$ cat src/rtl/miss_refill_ctrl.sv
module miss_refill_ctrl #(
  parameter int ADDR_W     = 32,
  parameter int LINE_BYTES = 64,
  parameter int BUS_BYTES  = 16,
  parameter int SET_W      = 6,
  parameter int SLOT_W     = 8,
  parameter int REQ_LAT    = 10,
  parameter int BEAT_CYC   = 2
) (
  input  logic                                       clk,
  input  logic                                       rst_n,
  input  logic                                       miss_valid,
  output logic                                       miss_ready,
  input  logic [ADDR_W-1:0]                          miss_addr,
  input  logic [SLOT_W-1:0]                          miss_slot,
  input  logic                                       miss_dirty,
  input  logic [ADDR_W-$clog2(LINE_BYTES)-1:0]       miss_vic_line,
  output logic                                       nl_req,
  output logic                                       nl_we,
  output logic [ADDR_W-$clog2(LINE_BYTES)-1:0]       nl_addr,
  output logic                                       nl_wput,
  output logic [BUS_BYTES*8-1:0]                     nl_wdata,
  output logic                                       nl_rtake,
  input  logic [BUS_BYTES*8-1:0]                     nl_rdata,
  output logic [SLOT_W-1:0]                          drd_slot,
  output logic [$clog2(LINE_BYTES/BUS_BYTES)-1:0]    drd_word,
  input  logic [BUS_BYTES*8-1:0]                     drd_data,
  output logic                                       dwr_en,
  output logic [SLOT_W-1:0]                          dwr_slot,
  output logic [$clog2(LINE_BYTES/BUS_BYTES)-1:0]    dwr_word,
  output logic [BUS_BYTES*8-1:0]                     dwr_data,
  output logic                                       tag_we,
  output logic [SLOT_W-1:0]                          tag_slot,
  output logic [ADDR_W-$clog2(LINE_BYTES)-SET_W-1:0] tag_val,
  output logic                                       tag_valid,
  output logic                                       tag_dirty,
  output logic                                       done
);

  localparam int OFF_W   = $clog2(LINE_BYTES);
  localparam int LINE_W  = ADDR_W - OFF_W;
  localparam int TAG_W   = LINE_W - SET_W;
  localparam int BEATS   = LINE_BYTES / BUS_BYTES;
  localparam int WORD_W  = $clog2(BEATS);
  localparam int BW      = BUS_BYTES * 8;
  localparam int CNT_W   = $clog2(REQ_LAT + 1);
  localparam int SUB_W   = $clog2(BEAT_CYC + 1);

  typedef enum logic [2:0] {S_IDLE, S_WREQ, S_WBEAT, S_RREQ, S_RBEAT, S_FILL} st_t;

  st_t               st;
  logic [CNT_W-1:0]  cnt;
  logic [SUB_W-1:0]  sub;
  logic [WORD_W-1:0] beat;
  logic [LINE_W-1:0] r_line;
  logic [LINE_W-1:0] r_vline;
  logic [SLOT_W-1:0] r_slot;
  logic              pend;
  logic [WORD_W-1:0] pend_word;
  logic [BW-1:0]     pend_data;
  logic              beat_end;
  logic              last_beat;
  logic              unused_off;

  assign unused_off = ^miss_addr[OFF_W-1:0];
  assign beat_end   = (sub == SUB_W'(BEAT_CYC - 1));
  assign last_beat  = (beat == WORD_W'(BEATS - 1));

  assign miss_ready = (st == S_IDLE);
  assign nl_req     = (st == S_WREQ) || (st == S_RREQ && cnt == '0);
  assign nl_we      = (st == S_WREQ);
  assign nl_addr    = (st == S_WREQ) ? r_vline : r_line;
  assign nl_wput    = (st == S_WBEAT) && beat_end;
  assign nl_wdata   = drd_data;
  assign nl_rtake   = (st == S_RBEAT) && beat_end;
  assign drd_slot   = r_slot;
  assign drd_word   = beat;
  assign dwr_en     = pend;
  assign dwr_slot   = r_slot;
  assign dwr_word   = pend_word;
  assign dwr_data   = pend_data;
  assign done       = (st == S_FILL);
  assign tag_we     = done;
  assign tag_slot   = r_slot;
  assign tag_val    = r_line[LINE_W-1:SET_W];
  assign tag_valid  = 1'b1;
  assign tag_dirty  = 1'b0;

  always_ff @(posedge clk) begin
    if (!rst_n) begin
      st        <= S_IDLE;
      cnt       <= '0;
      sub       <= '0;
      beat      <= '0;
      r_line    <= '0;
      r_vline   <= '0;
      r_slot    <= '0;
      pend      <= 1'b0;
      pend_word <= '0;
      pend_data <= '0;
    end else begin
      pend <= nl_rtake;
      if (nl_rtake) begin
        pend_word <= beat;
        pend_data <= nl_rdata;
      end
      case (st)
        S_IDLE: if (miss_valid) begin
          r_line  <= miss_addr[ADDR_W-1:OFF_W];
          r_vline <= miss_vic_line;
          r_slot  <= miss_slot;
          cnt     <= '0;
          sub     <= '0;
          beat    <= '0;
          st      <= miss_dirty ? S_WREQ : S_RREQ;
        end
        S_WREQ: st <= S_WBEAT;
        S_RREQ: begin
          if (cnt == CNT_W'(REQ_LAT - 1)) begin
            cnt <= '0;
            st  <= S_RBEAT;
          end else begin
            cnt <= cnt + 1'b1;
          end
        end
        S_WBEAT, S_RBEAT: begin
          if (beat_end) begin
            sub <= '0;
            if (last_beat) begin
              beat <= '0;
              st   <= (st == S_WBEAT) ? S_RREQ : S_FILL;
            end else begin
              beat <= beat + 1'b1;
            end
          end else begin
            sub <= sub + 1'b1;
          end
        end
        S_FILL:  st <= S_IDLE;
        default: st <= S_IDLE;
      endcase
    end
  end

  a_r1_ready_drops: assert property (@(posedge clk) disable iff (!rst_n)
    miss_valid && miss_ready |=> !miss_ready);
  a_r2_req_single: assert property (@(posedge clk) disable iff (!rst_n)
    nl_req |=> !nl_req);
  a_r4_take_then_write: assert property (@(posedge clk) disable iff (!rst_n)
    nl_rtake |=> dwr_en && dwr_data == $past(nl_rdata));
  a_r5_fill_with_last: assert property (@(posedge clk) disable iff (!rst_n)
    done |-> dwr_en && dwr_word == WORD_W'(BEATS - 1));
  a_r5_done_pulse: assert property (@(posedge clk) disable iff (!rst_n)
    done |=> !done && miss_ready);
  a_r7_quiet_wb: assert property (@(posedge clk) disable iff (!rst_n)
    nl_wput |-> !dwr_en && !tag_we);
  a_r7_quiet_idle: assert property (@(posedge clk) disable iff (!rst_n)
    miss_ready |-> !dwr_en && !tag_we);

endmodule

$ cat config.mk
export PLATFORM = sky130hd
export DESIGN_NAME = miss_refill_ctrl
export DESIGN_NICKNAME = d
export VERILOG_FILES = /design/src/rtl/miss_refill_ctrl.sv
export SDC_FILE = /design/constraint.sdc
export NUM_CORES = 1
export LEC_CHECK = 0
export ABC_AREA = 1
export CORE_AREA = 2 2 262 264
export DETAILED_ROUTE_END_ITERATION = 7
export DIE_AREA = 0 0 264 266
export HOLD_SLACK_MARGIN = 0.06
export PLACE_DENSITY = 0.4
export REMOVE_ABC_BUFFERS = 1
export SKIP_CTS_REPAIR_TIMING = 1
export SYNTH_ARGS = -nofsm -noshare
export SYNTH_HDL_FRONTEND = slang
export SYNTH_SLANG_ARGS = --single-unit
$ cat constraint.sdc
create_clock -name clk -period 2.25 [get_ports clk]
set_clock_uncertainty 0.2 [all_clocks]
set_input_delay 0.675 -clock clk [delete_from_list [all_inputs] [get_ports clk]]
set_output_delay 0.675 -clock clk [all_outputs]
set_load 0.02 [all_outputs]
==> results by group, run 1 <==
Status
  – Status: complete, but fails checks
  – Failing checks: negative setup slack

Timing
  – Hold Slack: 0.2538 ns
  – Fin. max-slew vios: 0
  – Final worst path period share: 115.2%
  – Unrepaired setup endpoints after global routing: yes
  – Fin worst setup slack: -0.3420 ns
  – Final-report hold violation count: 0
  – Total Neg Setup Slack: -9.261 ns
  – # setup viols final: 33
  – Minimum clock period: 2.592 ns
  – Fmax: 0.3858 GHz

Die
  – Die Y-Extent: 266 um
  – Die Area: 0.07022 mm^2
  – Core Box Area: 0.06775 mm^2
  – Die X: 264 um
  – Number of core rows: 96
  – Total I/O pin count: 666
  – Starting density of the core: 13.04%

Cells and area
  – Most frequent cells in the layout: nor2_1, dfxtp_1, clkdlybuf4s50_1
  – Layout area overhead: 67.37%
  – Share of layout cells above drive strength 1: 13.71%
  – # fillers: 7535
  – Diodes inserted: 0
  – # nets final: 1764
  – Commonest non-fill, non-tap cell in the layout: nor2_1

Worst hold path
  – Worst hold path type: reg -> reg
  – Hold Startpoint: r_vline[14]

Clocking
  – Clock root cell: clkbuf_16
  – CTS sink count: 202
  – Clock slew at reported path FFs: 0.06 ns
  – Clock Latency Late Sink: 0.57 ns
  – Max Buffers Root-to-Sink: 3
  – TritonCTS buffer count: 27
  – Max H-tree Level: 1
  – CTS tree: done

Route
  – Final wirelength: 57.65 mm
  – Starting DRT DRC Count: 571
  – Avg Vias per Cell: 3.924
  – DR pass1 iterations: 5
  – Antenna-violating nets left: 0
  – Routed WL per cell: 24.71 um
  – Drt drc: 0
  – Total vias in the final route: 9154

Setup path
  – CP required: 1.37 ns
  – Worst Path Arrival: 1.72 ns
  – R2r startpoint: st[0]
  – CP startpoint kind: flop
  – Worst setup path start: st[2]
  – CP endpoint kind: output pin
  – Crit path kind: reg -> out
  – Max Fanout on Critical Path: 9

Synth
  – Synth Area in Adders: 0.5666%
  – Largest family of logic cells by synthesized area: buffers and inverters
  – Synth Area in Compound Gates: 14.56%
  – Post-synthesis xor/xnor area fraction: 0.09915%
  – Post-synthesis sequential area ratio: 45.78%
  – Post-Syn Instances: 1157
  – Simple-gate portion of the synthesized area: 18.57%
  – Async S/R FF share, synth: 0%
  – Number of synthesized flops with an enable pin: 0
  – Yosys reg bits: 202
  – Primary FF master, synth: dfxtp_1
  – Post-Syn Area: 0.008833 mm^2
  – Post-synthesis mux area share: 0%
  – Yosys warnings: 0
  – Syn Area/Cell: 7.635 um^2
  – Distinct cells, synth: 23

Global route
  – Vias in the first global route: 8629
  – Grt total ovfl: 0
  – First-pass GRT wire length: 74.22 mm
  – Total global-route track usage: 15.21%
  – Antenna violations before repair: 2
  – M2 GR Usage: 17.78%
  – GR Util met1: 16.69%
  – Grt peak-use layer: met2
  – Largest net degree at the start of global routing: 98
  – M3 GR Usage: 17.44%

Flow run
  – Max Cap Violations: 0

Place
  – RePlAce Congestion: 0.7783
  – Port Buf Inserts: 401
  – Post-DP HPWL: 43.24 mm

Pwr
  – Leak: 8.834 nW
  – Peak VDD IR: 494.8 uV
  – Pwr dens: 878.7 mW/mm^2
[worst max-delay path, stage by stage, from the launching register on]
cell       delay (ns)
dfxtp_2          0.32
inv_2            0.07
nand3_4          0.11
clkbuf_16        0.20
clkbuf_16        0.18
o21ai_2          0.14
buf_6            0.13
[power by group]
group          switching [mW]  total [mW]  internal (mW)
Sequential              0.186        4.12           3.94
Clock                    1.71        4.48           2.77
Combinational            2.35        4.38           2.03
[routing by layer]
layer  wire length (um)  part of all wire [%]  up-vias
met1              22370                    39     4197
met2              19870                    34      770
met4                858                   1.5       18
met5               1007                   1.7        -
li1                   -                     -     4107
met3              13540                    23       62
[final cells by class]
type / count / area, um^2 / area share [%]
well taps: 882 / 1104 / 7.464
clock inverters: 7 / 138.9 / 0.9394
repair buffers: 487 / 5403 / 36.54
multi-input cells: 672 / 3158 / 21.36
inverters: 44 / 170.2 / 1.151
clock buffers: 39 / 760.7 / 5.146
flip-flops and latches: 202 / 4050 / 27.39
[synth_stat cells (2+ instances only)]
master / number / area, um^2
nand4_1: 3 / 18.77
nor3_1: 2 / 10.01
buf_6: 10 / 112.6
buf_4: 171 / 1284
ha_1: 4 / 50.05
nand2_1: 84 / 315.3
conb_1: 2 / 7.510
dfxtp_1: 202 / 4044
inv_1: 42 / 157.7
nand3_1: 48 / 240.2
o21ai_1: 10 / 50.05
nor3_4: 2 / 32.53
a21oi_1: 72 / 360.4
o21ai_0: 175 / 875.8
buf_2: 14 / 70.07
clkbuf_1: 44 / 165.2
nor2_1: 266 / 998.5
[logic make-up after synthesis]
family                     after synthesis
other                                    2
and+or+nand+nor                        408
DFF                                    202
adders and majority gates                4
AOI/OAI and AO/OA                      257
buffers and inverters                  283
xor gates and xnor gates                 1
[sequential cells by signal, summed over array words and instances, names as in the netlist]
name and cells:
dwr_word 2, drd_word 2, r_line 26, drd_slot 8, st 3, sub 2, dwr_data 128, r_vline 26
cnt 4, dwr_en 1
[path summary, 6_finish.rpt]
kind	end	slack, ns	depth (start not counted)
max	nl_addr[25]	-0.34	6
min	r_vline[14]	0.25	2
max reg2reg	r_vline[18]	0.13	10
min reg2reg	r_vline[14]	0.25	2
[metrics by stage]
stage / area [um^2] / std cells / util, % / total power [mW] / worst slack (ns)
final: 14780 / 2333 / 21.82 / 12.99 / -0.3420
after global routing: 14780 / 2333 / 21.82 / 13.70 / -0.4400
after CTS: 13920 / 2319 / 20.54 / 12.72 / -0.8734
after detailed placement: 13020 / 2273 / 19.22 / 8.077 / -0.2496
after global placement: 13020 / 2273 / 19.22 / 8.067 / -0.2431
after floorplan: 7202 / 918 / - / 5.768 / -2.282
Power figures use the tool's default switching activity.
==> run 2: changes to the inputs <==
GPL_ROUTABILITY_DRIVEN = 0   (was unset)
==> results of run 2 <==
Same layout as run 1: the final DEF is identical, and so are final timing and power.
